<file path="src/rtl/hb_pkg.sv">
`timescale 1ns/1ps
package hb_pkg;
  typedef enum logic [2:0] {
    ST_OFF,
    ST_WAIT_LS,
    ST_HS_ON,
    ST_WAIT_SW,
    ST_LS_ON,
    ST_CLAMP
  } hb_state_e;

  localparam int unsigned IN_W    = 6;
  localparam int unsigned IX_CMD  = 0;
  localparam int unsigned IX_EN   = 1;
  localparam int unsigned IX_SYNC = 2;
  localparam int unsigned IX_CB   = 3;
  localparam int unsigned IX_LSFB = 4;
  localparam int unsigned IX_SWFB = 5;
  // clamp request idles high (inactive)
  localparam logic [IN_W-1:0] IN_RST = 6'b001000;
endpackage

</file>
<file path="src/rtl/hb_sync.sv">
`timescale 1ns/1ps
module hb_sync #(
  parameter int unsigned    W       = 1,
  parameter int unsigned    STAGES  = 2,
  parameter logic [W-1:0]   RST_VAL = '0
) (
  input  logic         clk_i,
  input  logic         rst_ni,
  input  logic [W-1:0] d_i,
  output logic [W-1:0] q_o
);
  logic [W-1:0] stg_q [STAGES];

  for (genvar g = 0; g < STAGES; g++) begin : g_stage
    logic [W-1:0] src;
    if (g == 0) begin : g_first
      assign src = d_i;
    end else begin : g_next
      assign src = stg_q[g-1];
    end
    always_ff @(posedge clk_i or negedge rst_ni) begin
      if (!rst_ni) stg_q[g] <= RST_VAL;
      else         stg_q[g] <= src;
    end
  end

  assign q_o = stg_q[STAGES-1];
endmodule

</file>
<file path="src/rtl/hb_timeout.sv">
`timescale 1ns/1ps
module hb_timeout #(
  parameter int unsigned LIMIT = 32
) (
  input  logic clk_i,
  input  logic rst_ni,
  input  logic run_i,
  input  logic clr_i,
  output logic exp_o
);
  localparam int unsigned CW = $clog2(LIMIT + 1);
  localparam logic [CW-1:0] LAST = CW'(LIMIT - 1);

  logic [CW-1:0] cnt_q;

  assign exp_o = run_i && (cnt_q == LAST);

  always_ff @(posedge clk_i or negedge rst_ni) begin
    if (!rst_ni)              cnt_q <= '0;
    else if (clr_i)           cnt_q <= '0;
    else if (run_i && !exp_o) cnt_q <= cnt_q + 1'b1;
  end

  a_r8_cnt_bound: assert property (@(posedge clk_i) disable iff (!rst_ni)
    cnt_q <= LAST);
  a_r8_cnt_restart: assert property (@(posedge clk_i) disable iff (!rst_ni)
    clr_i |=> cnt_q == '0);
endmodule

</file>
<file path="src/rtl/hb_deadtime_ctrl.sv">
`timescale 1ns/1ps
module hb_deadtime_ctrl
  import hb_pkg::*;
#(
  parameter int unsigned SYNC_STAGES = 2,
  parameter int unsigned TIMEOUT_CYC = 32
) (
  input  logic clk_i,
  input  logic rst_ni,
  input  logic cmd_i,
  input  logic invert_i,
  input  logic en_i,
  input  logic sync_i,
  input  logic crowbar_ni,
  input  logic ls_fb_i,
  input  logic sw_fb_i,
  output logic hs_o,
  output logic ls_o,
  output logic fault_o
);
  logic [IN_W-1:0] raw, syn;
  logic cmd_s, en_s, sync_s, cb_s, ls_fb_s, sw_fb_s;
  logic want_hs, waiting, tmr_exp, set_fault;
  logic hs_q, ls_q, fault_q;
  hb_state_e st_q, st_d;

  assign raw[IX_CMD]  = cmd_i;
  assign raw[IX_EN]   = en_i;
  assign raw[IX_SYNC] = sync_i;
  assign raw[IX_CB]   = crowbar_ni;
  assign raw[IX_LSFB] = ls_fb_i;
  assign raw[IX_SWFB] = sw_fb_i;

  hb_sync #(.W(IN_W), .STAGES(SYNC_STAGES), .RST_VAL(IN_RST)) u_sync (
    .clk_i (clk_i),
    .rst_ni(rst_ni),
    .d_i   (raw),
    .q_o   (syn)
  );

  assign cmd_s   = syn[IX_CMD];
  assign en_s    = syn[IX_EN];
  assign sync_s  = syn[IX_SYNC];
  assign cb_s    = syn[IX_CB];
  assign ls_fb_s = syn[IX_LSFB];
  assign sw_fb_s = syn[IX_SWFB];

  // polarity is static; applied after the synchronizer
  assign want_hs = cmd_s ^ invert_i;
  assign waiting = (st_q == ST_WAIT_LS) || (st_q == ST_WAIT_SW);

  hb_timeout #(.LIMIT(TIMEOUT_CYC)) u_tmo (
    .clk_i (clk_i),
    .rst_ni(rst_ni),
    .run_i (waiting),
    .clr_i (st_d != st_q),
    .exp_o (tmr_exp)
  );

  always_comb begin
    st_d      = st_q;
    set_fault = 1'b0;
    if (!cb_s) begin
      st_d = ST_CLAMP;
    end else if (!en_s || fault_q) begin
      st_d = ST_OFF;
    end else begin
      unique case (st_q)
        ST_OFF: begin
          if (want_hs)     st_d = ST_WAIT_LS;
          else if (sync_s) st_d = ST_WAIT_SW;
        end
        ST_WAIT_LS: begin
          if (!want_hs)      st_d = ST_OFF;
          else if (!ls_fb_s) st_d = ST_HS_ON;
          else if (tmr_exp) begin
            st_d      = ST_OFF;
            set_fault = 1'b1;
          end
        end
        ST_HS_ON: if (!want_hs) st_d = ST_OFF;
        ST_WAIT_SW: begin
          if (want_hs || !sync_s) st_d = ST_OFF;
          else if (!sw_fb_s)      st_d = ST_LS_ON;
          else if (tmr_exp) begin
            st_d      = ST_OFF;
            set_fault = 1'b1;
          end
        end
        ST_LS_ON: if (want_hs || !sync_s) st_d = ST_OFF;
        // leaving the clamp always passes through a both-off cycle
        ST_CLAMP: st_d = ST_OFF;
        default:  st_d = ST_OFF;
      endcase
    end
  end

  // dedicated output flops keep the gate enables glitch-free
  always_ff @(posedge clk_i or negedge rst_ni) begin
    if (!rst_ni) begin
      st_q    <= ST_OFF;
      hs_q    <= 1'b0;
      ls_q    <= 1'b0;
      fault_q <= 1'b0;
    end else begin
      st_q    <= st_d;
      hs_q    <= (st_d == ST_HS_ON);
      ls_q    <= (st_d == ST_LS_ON) || (st_d == ST_CLAMP);
      fault_q <= en_s && (fault_q || set_fault);
    end
  end

  assign hs_o    = hs_q;
  assign ls_o    = ls_q;
  assign fault_o = fault_q;

  a_r1_clamp: assert property (@(posedge clk_i) disable iff (!rst_ni)
    !cb_s |=> ls_o && !hs_o);
  a_r2_disable: assert property (@(posedge clk_i) disable iff (!rst_ni)
    cb_s && !en_s |=> !hs_o && !ls_o);
  a_r3_nonsync: assert property (@(posedge clk_i) disable iff (!rst_ni)
    cb_s && !sync_s |=> !ls_o);
  a_r4_hs_interlock: assert property (@(posedge clk_i) disable iff (!rst_ni)
    $rose(hs_o) |-> $past(!ls_fb_s));
  a_r5_ls_interlock: assert property (@(posedge clk_i) disable iff (!rst_ni)
    $rose(ls_o) && $past(cb_s) |-> $past(!sw_fb_s));
  a_r7_exclusive: assert property (@(posedge clk_i) disable iff (!rst_ni)
    !(hs_o && ls_o));
  a_r8_fault_off: assert property (@(posedge clk_i) disable iff (!rst_ni)
    fault_o && cb_s |=> !hs_o && !ls_o);
  a_r9_sticky: assert property (@(posedge clk_i) disable iff (!rst_ni)
    fault_o && en_s |=> fault_o);
  a_r9_clear: assert property (@(posedge clk_i) disable iff (!rst_ni)
    !en_s |=> !fault_o);
endmodule

</file>
<file path="config.mk">
export PLATFORM = sky130hd
export DESIGN_NAME = hb_deadtime_ctrl
export DESIGN_NICKNAME = d
export VERILOG_FILES = /design/src/rtl/hb_pkg.sv /design/src/rtl/hb_sync.sv /design/src/rtl/hb_timeout.sv /design/src/rtl/hb_deadtime_ctrl.sv
export SDC_FILE = /design/constraint.sdc
export NUM_CORES = 1
export LEC_CHECK = 0
export BUFFER_PORTS_ARGS = -buffer_cell sky130_fd_sc_hd__clkbuf_2
export CORE_UTILIZATION = 35
export DETAILED_ROUTE_END_ITERATION = 6
export MAX_ROUTING_LAYER = met4
export PLACE_DENSITY = 0.49
export SLEW_MARGIN = 20
export SYNTH_ARGS = -nofsm -noshare
export SYNTH_HDL_FRONTEND = slang
export SYNTH_HIERARCHICAL = 1
export SYNTH_SLANG_ARGS = --single-unit
</file>
<file path="constraint.sdc">
create_clock -name clk_i -period 3.25 [get_ports clk_i]
set_input_delay 0.1625 -clock clk_i [delete_from_list [all_inputs] [get_ports clk_i]]
set_output_delay 0.1625 -clock clk_i [all_outputs]
set_load 0.01 [all_outputs]
</file>
==> summary.md, run 1 <==
| Metric | Value |
|---|---|
| First-pass GRT wire length | ~3.7 mm |
| Count of antenna-violating nets left after detailed routing | 0 |
| Min cycle time layout | ~2800 ps |
| Most repeated cell in the gate-level netlist after synthesis | sky130_fd_sc_hd__dfrtp_1 |
| Result of the run | complete, no violations |
| Clock-pin slew on the worst setup and hold paths | ~140 ps |
| Die extent in x | 59.8 um |
| Routed via count | ~830 |
| H-tree levels | 1 |
| Clock Latency Late Sink | approximately 320 ps |
| Pin count of the biggest net entering global routing | 25 |
| Std-Cell Rows | 20 |
| Static leakage power | approximately 0.63 nW |
| Post-synthesis sequential area ratio | 0.516 |
| Number of global-route vias before repair | slightly below 800 |
| Die area | about 3600 um^2 |
| Final estimated routing congestion in global placement | 0.828 |
| Design Power | 0.000595 W |
| Synth top area share | 0.471 |
| TritonCTS Buffers | 3 |
| Maximum fanout along the worst path | 13 |
| Number of filler instances in the final layout | around 300 |
| Initial Util | 0.377 |
| Post-Synthesis Cell Area | between 1000 and 1500 um^2 |
| Cts hold-fix bufs | 7 |
| Chip height | 59.8 um |
| Iter 0 DRT Violations | 17 |
| Worst slew margin relative to its limit | 0.618 |
| Sum of negative setup slack | 0 ps |
| Synth-to-Final Area Change | 18.1% |
| Number of nets in the finished design | 140 |
| Highest attainable clock frequency | between 300 and 400 MHz |
| Critical path class | reg -> reg |
| Final hold vios | 0 |
| Detail-routed net length per standard cell | about 12 um |
| Via density per instance | ~4.8 |
| Startpoint type of the worst setup path | register |
| Root buffer cell | sky130_fd_sc_hd__clkbuf_4 |
| Buffer levels on the longest clock path | 2 |
| Worst Hold Class | in -> async |
| Post-cts sizing count | 0 |
| Top-level I/O count | 12 |
| Yosys reg bits | 24 |
| Cell type contributing the most total cell area after synthesis | sky130_fd_sc_hd__dfrtp_1 |
| Period utilisation layout | 0.849 |
| Total global routing track utilization | 0.145 |
| Clock skew | between 10 and 15 ps |
| Number of nets produced by synthesis | 120 |
| Fraction of final layout cells with drive strength greater than 1 | 0.202 |
| HPWL after detailed placement | roughly 1.4 mm |
| Critical Path AT | ~3000 ps |
| Detailed-router iteration count before antenna repair | 4 |
| CP endpoint kind | register |
| Final Max Tran Viols | 0 |
| Cells taking the most area after synthesis | sky130_fd_sc_hd__dfrtp_1, sky130_fd_sc_hd__dfstp_2, sky130_fd_sc_hd__nand2b_1, sky130_fd_sc_hd__nor2_1, sky130_fd_sc_hd__o21ai_0 |
| Clock tree from TritonCTS | done |
| Total congestion overflow after global routing | 0 |
| Max Cap Violations | 0 |
| Register-to-register setup slack | a little under 500 ps |
| Share of flip-flops with an asynchronous set or reset | 1.00 |
| Syn. warnings | 6 |
| # port buffers | 11 |
| Diode count | 0 |
| Core Region | approximately 3100 um^2 |
| DRC violation count after routing | 0 |
| Number of unique standard cell types used by synthesis | 39 |
| Worst ir drop on vdd | ~0.00029 V |
| Clock tree sinks | 24 |
| Sum of routed wire length over all layers | between 2 and 2.5 mm |
| Count of mapped cells out of synthesis | 110 |
| Required time at the worst-slack endpoint | 3480 ps |
| Cell types with the highest counts after synthesis | sky130_fd_sc_hd__dfrtp_1, sky130_fd_sc_hd__nor2_1, sky130_fd_sc_hd__o21ai_0, sky130_fd_sc_hd__nand2b_1, sky130_fd_sc_hd__nand2_1 |
| Setup Buffers After CTS | 0 |
| Count of flip-flops with a built-in enable after synthesis | 0 |
| Primary flip-flop cell chosen by synthesis mapping | sky130_fd_sc_hd__dfrtp_1 |
| Avg Inst Size Synth | roughly 11 um^2 |
| Setup repair after global routing missed its margin | false |
| Worst-Margin Slew | ~570 ps |
| Number of antenna violations at the first check in global routing | 0 |
| Final setup violation count | 0 |
| Areal power density over the cells | about 430 nW/um^2 |
## metrics by stage
step,setup slack (ps),util,hold WS (ps),cells,instance area [um^2]
after global placement,574,0.405,193,162,1260
after detailed placement,521,0.405,199,162,1260
after floorplan,627,-,-133,110,1170
final,490,0.445,348,173,1380
after CTS,483,0.445,358,173,1380
after global routing,152,0.445,372,173,1380
## cell type report
class                           instances  area [um^2]  area share
Sequential cell                        24          603       0.437
Multi-Input combinational cell         80          529       0.384
Timing Repair Buffer                   19          133      0.0961
Tap cell                               44         55.1      0.0399
Clock inverter                          1         30.0      0.0218
Clock buffer                            3         22.5      0.0163
Inverter                                2         7.51     0.00544
## where the power goes
group / total, W / internal (W) / switching (W)
combinational: 0.0000582 / 0.0000280 / 0.0000302
sequential: 0.000323 / 0.000311 / 0.0000119
clock: 0.000214 / 0.000125 / 0.0000897
## cells by family (layout without fill, tap and decap cells)
group                      count (synthesis)  count (layout)  share of synthesized area
muxes                                      2               2                     0.0171
buffers and inverters                      6              25                     0.0310
xor gates and xnor gates                   2               2                     0.0150
AOI/OAI and AO/OA                         22              22                      0.128
DFF                                       24              24                      0.516
adders and majority gates                  1               1                     0.0107
and+or+nand+nor                           53              53                      0.282
## metal layers
metal / wire length, um / vias up / global-route usage / share of wire
met2: 883 / 15 / 0.205 / 0.43
met3: 62 / 2 / 0.0455 / 0.030
met5: 0 / - / - / 0
met4: 15 / 0 / 0.0399 / 0.0074
met1: 1070 / 381 / 0.199 / 0.53
li1: - / 434 / - / -
## critical path, cell delays in order, from the launching register on
cell                       delay [ps]
sky130_fd_sc_hd__dfrtp_1          540
sky130_fd_sc_hd__nor2b_1          220
sky130_fd_sc_hd__nand3_1          120
sky130_fd_sc_hd__nor2_1           170
sky130_fd_sc_hd__nand4b_1         130
sky130_fd_sc_hd__o21ai_0           90
sky130_fd_sc_hd__a21oi_1          230
sky130_fd_sc_hd__nor3_1            60
sky130_fd_sc_hd__or4b_1           670
sky130_fd_sc_hd__nand2b_1         230
sky130_fd_sc_hd__o311ai_1         220
## final timing paths
path | start | endpoint | cells after the start
setup / recovery | st_q[0] | u_tmo/cnt_q[0] | 10
hold / removal | rst_ni | hs_o | 2
setup reg to reg | st_q[0] | u_tmo/cnt_q[0] | 10
hold reg to reg | u_sync/g_stage[1].src[3] | u_sync/q_o[3] | 0
max in group asynchronous | rst_ni | u_sync/g_stage[1].src[3] | 2
min in group clk_i | u_sync/g_stage[1].src[3] | u_sync/q_o[3] | 0
## registers in the layout (all words and copies together) (netlist names)
| signal | flops |
|---|---|
| fault_o | 1 |
| hs_o | 1 |
| ls_o | 1 |
| st_q | 3 |
| u_sync/g_stage.src | 6 |
| u_sync/q_o | 6 |
| u_tmo/cnt_q | 6 |
## placed cells by master, fill, tap and decap left out, types with 2 or more instances in the layout
cell type,count
sky130_fd_sc_hd__clkbuf_2,11
sky130_fd_sc_hd__nor2_1,11
sky130_fd_sc_hd__nor2b_1,5
sky130_fd_sc_hd__nand2_1,6
sky130_fd_sc_hd__mux2i_1,2
sky130_fd_sc_hd__nand4_1,2
sky130_fd_sc_hd__dfstp_2,2
sky130_fd_sc_hd__nand2b_1,7
sky130_fd_sc_hd__a31oi_1,4
sky130_fd_sc_hd__nand3_1,4
sky130_fd_sc_hd__nor3_1,2
sky130_fd_sc_hd__clkbuf_4,3
sky130_fd_sc_hd__inv_1,2
sky130_fd_sc_hd__o311ai_1,2
sky130_fd_sc_hd__o21ai_0,8
sky130_fd_sc_hd__or3b_1,2
sky130_fd_sc_hd__o211a_1,2
sky130_fd_sc_hd__dfrtp_1,22
sky130_fd_sc_hd__a21oi_1,3
sky130_fd_sc_hd__nor3b_1,3
sky130_fd_sc_hd__dlygate4sd3_1,7
Power figures use the tool's default switching activity.
==> inputs of run 2 (changes only) <==
--- a/config.mk
+++ b/config.mk
@@ -5,6 +5,7 @@
 export SDC_FILE = /design/constraint.sdc
 export NUM_CORES = 1
 export LEC_CHECK = 0
+export ABC_AREA = 1
 export BUFFER_PORTS_ARGS = -buffer_cell sky130_fd_sc_hd__clkbuf_2
 export CORE_UTILIZATION = 35
 export DETAILED_ROUTE_END_ITERATION = 6
==> constraint.sdc (replaced) <==
create_clock -name clk_i -period 2.6 [get_ports clk_i]
set_input_delay 0.13 -clock clk_i [delete_from_list [all_inputs] [get_ports clk_i]]
set_output_delay 0.13 -clock clk_i [all_outputs]
set_load 0.01 [all_outputs]
==> run 2 against run 1 <==
  * Non-clock buffer count down 1
  * Largest cell class unchanged
  * Clock-buffer cell count unchanged
  * Final area decreased by 2.6%
  * Area after synthesis decreased by 4.6%
==> summary.md, run 2 <==
| Metric | Value |
|---|---|
| Critical Path AT | roughly 2600 ps |
| Required time at the worst-slack endpoint | 2870 ps |
| Cells taking the most area after synthesis | sky130_fd_sc_hd__dfrtp_1, sky130_fd_sc_hd__nand2_1, sky130_fd_sc_hd__nand3_1, sky130_fd_sc_hd__inv_1, sky130_fd_sc_hd__dfstp_2 |
| Maximum fanout along the worst path | 9 |
| Startpoint type of the worst setup path | register |
| Min cycle time layout | between 2000 and 2500 ps |
| Worst ir drop on vdd | around 0.00027 V |
| TritonCTS Buffers | 3 |
| Setup repair after global routing missed its margin | false |
| Highest attainable clock frequency | 430 MHz |
| Worst-path cell with the longest stage delay | sky130_fd_sc_hd__dfrtp_2 |
| Max Cap Violations | 0 |
| Clock skew | between 6 and 7 ps |
| Std-Cell Rows | 20 |
| Chip height | 58.4 um |
| Period utilisation layout | 0.895 |
| Post-route cell area | between 1000 and 1500 um^2 |
| Result of the run | complete, no violations |
| Core Region | 3030 um^2 |
| Portion of total power attributed to combinational logic | 0.098 |
| Number of filler instances in the final layout | 297 |
| Count of flip-flops with a built-in enable after synthesis | 0 |
| DRC violation count after routing | 0 |
| Critical path class | reg -> reg |
| Buffer levels on the longest clock path | 2 |
| Yosys reg bits | 24 |
| Share of flip-flops with an asynchronous set or reset | 1.00 |
| Final estimated routing congestion in global placement | a little over 0.8 |
| Clock tree from TritonCTS | done |
| Critical-path cell list | inv_1 -> nor3_2 -> or2_2 -> inv_2 -> nor3_2 -> inv_1 -> nand2_1 -> o21ai_0 -> nand2_1 -> nand2_1 -> nand2_2 -> nand2_1 -> nand2_1 -> nor2_1 -> nand2_1 -> inv_1 -> nand4_1 -> nand2_1 |
| Number of nets in the finished design | ~160 |
| Post-synthesis sequential area ratio | 0.541 |
| Seq. cell area | between 600 and 700 um^2 |
| Count of mapped cells out of synthesis | 130 |
| Net Sw Power | 0.000167 W |
| Total congestion overflow after global routing | 0 |
| Fraction of final layout cells with drive strength greater than 1 | 0.232 |
| Number of unique standard cell types used by synthesis | 22 |
| Clock-pin slew on the worst setup and hold paths | ~130 ps |
| Number of antenna violations at the first check in global routing | 0 |
| Die extent in x | about 60 um |
| Final hold vios | 0 |
| Total global routing track utilization | 0.140 |
| Detail-routed net length per standard cell | 10.1 um |
| Placed instance area | 1210 um^2 |
| Commonest cells after routing, fill and taps aside | sky130_fd_sc_hd__nand2_1, sky130_fd_sc_hd__dfrtp_1, sky130_fd_sc_hd__inv_1 |
| Synth-to-Final Area Change | 20.5% |
| Initial Util | 0.368 |
| Final setup violation count | 0 |
| Sw frac | 0.226 |
| Iter 0 DRT Violations | 28 |
| Most numerous cell on the critical path | sky130_fd_sc_hd__nand2_1 |
| # port buffers | 11 |
| Register-to-register setup slack | roughly 270 ps |
| Primary flip-flop cell chosen by synthesis mapping | sky130_fd_sc_hd__dfrtp_1 |
| Diode count | 0 |
| Detailed-router iteration count before antenna repair | 4 |
| Via density per instance | approximately 4.5 |
| Number of nets produced by synthesis | 140 |
| Number of global-route vias before repair | around 850 |
| First-pass GRT wire length | 3.46 mm |
| Part of the total power dissipated in the clock network | 0.362 |
| Static leakage power | approximately 0.68 nW |
| Synth top area share | 0.494 |
| Area taken by multi-input logic gates | between 400 and 500 um^2 |
| Cell types with the highest counts after synthesis | sky130_fd_sc_hd__nand2_1, sky130_fd_sc_hd__dfrtp_1, sky130_fd_sc_hd__inv_1, sky130_fd_sc_hd__nand3_1, sky130_fd_sc_hd__nor2_1 |
| Areal power density over the cells | between 500 and 600 nW/um^2 |
| Avg Inst Size Synth | about 8.6 um^2 |
| Die area | ~3400 um^2 |
| Post-Synthesis Cell Area | 1110 um^2 |
| Worst Hold Class | in -> reg |
| HPWL after detailed placement | between 1 and 1.5 mm |
| Final Max Tran Viols | 0 |
| Clock Latency Late Sink | approximately 310 ps |
| Cell type contributing the most total cell area after synthesis | sky130_fd_sc_hd__dfrtp_1 |
| Worst slew margin relative to its limit | 0.605 |
| Root buffer cell | sky130_fd_sc_hd__clkbuf_4 |
| Sum of routed wire length over all layers | roughly 2.0 mm |
| Final cell utilization of the core | 0.444 |
| H-tree levels | 1 |
| Design Power | roughly 0.00074 W |
| Most repeated cell in the gate-level netlist after synthesis | sky130_fd_sc_hd__nand2_1 |
| Syn. warnings | 6 |
| Sum of negative setup slack | 0 ps |
| Internal power of the cells | about 0.00057 W |
| Count of antenna-violating nets left after detailed routing | 0 |
| Clock tree sinks | 24 |
| Most frequent standard cell in the layout excluding fill and tap cells | sky130_fd_sc_hd__nand2_1 |
| Pin count of the biggest net entering global routing | 25 |
| Worst-Margin Slew | a little under 600 ps |
| Top-level I/O count | 12 |
| Routed via count | roughly 880 |
| CP endpoint kind | register |
| Part of the power in registers | 0.540 |
| Critical Path Max Stage Delay | 490 ps |
-- run 2: worst max-delay path: cells and delay by family, from the launching register on --
kind                   cells  cell delay [ps]
buffers and inverters      4              430
AOI/OAI and AO/OA          1              140
and+or+nand+nor           13             1200
DFF                        1              490
-- run 2: worst paths after layout --
path | start | endpoint | cells after the start
setup / recovery | st_q[1] | u_tmo/cnt_q[4] | 18
hold / removal | invert_i | st_q[0] | 5
setup reg to reg | st_q[1] | u_tmo/cnt_q[4] | 18
hold reg to reg | u_sync/g_stage[1].src[1] | u_sync/q_o[1] | 0
max in group asynchronous | rst_ni | st_q[0] | 2
min in group asynchronous | rst_ni | st_q[2] | 2
-- run 2: routing by layer --
layer | GRT usage | routed length, um
met1 | 0.180 | 1010
met2 | 0.204 | 876
met3 | 0.0264 | 76
met4 | 0.0884 | 18
met5 | - | 0
-- run 2: what timing repair did --
item	CTS	global route
endpoints found under the hold margin	28	0
gates resized for setup	0	3
setup buffers	0	0
hold buffers	7	0
setup endpoints to repair	0	6
-- run 2: final cells by class --
type,count,area share
clock inverter,1,0.0223
multi-input combinational,87,0.326
clock buffer,3,0.0168
tap,44,0.0410
inverter,18,0.0503
timing repair buffer,18,0.0931
sequential,24,0.451
-- run 2: stage by stage --
stage / hold slack, ps / worst slack [ps] / cells
5_1_grt: 267 / 9.49 / 195
4_1_cts: 260 / 151 / 195
6_report: 262 / 274 / 195
2_1_floorplan: -166 / 573 / 130
3_5_place_dp: 170 / 184 / 184
3_3_place_gp: 161 / 279 / 184
-- run 2: power groups by stage --
stage                     logic (W)  clock network (W)  registers (W)
after floorplan           0.0000423                  0       0.000404
after global placement    0.0000645                  0       0.000406
after detailed placement  0.0000650                  0       0.000406
after CTS                 0.0000735           0.000281       0.000399
after global routing      0.0000819           0.000300       0.000402
final                     0.0000722           0.000268       0.000400
-- run 2: cells by family (layout without fill, tap and decap cells) --
kind of cell             Yosys count  after routing  synth area share
AO/OA/AOI/OAI                      7              7            0.0348
adder cells (fa/ha/maj)            1              1            0.0112
AND/OR/NAND/NOR                   79             79             0.342
flip-flops                        24             24             0.541
buffers and inverters             19             40            0.0707
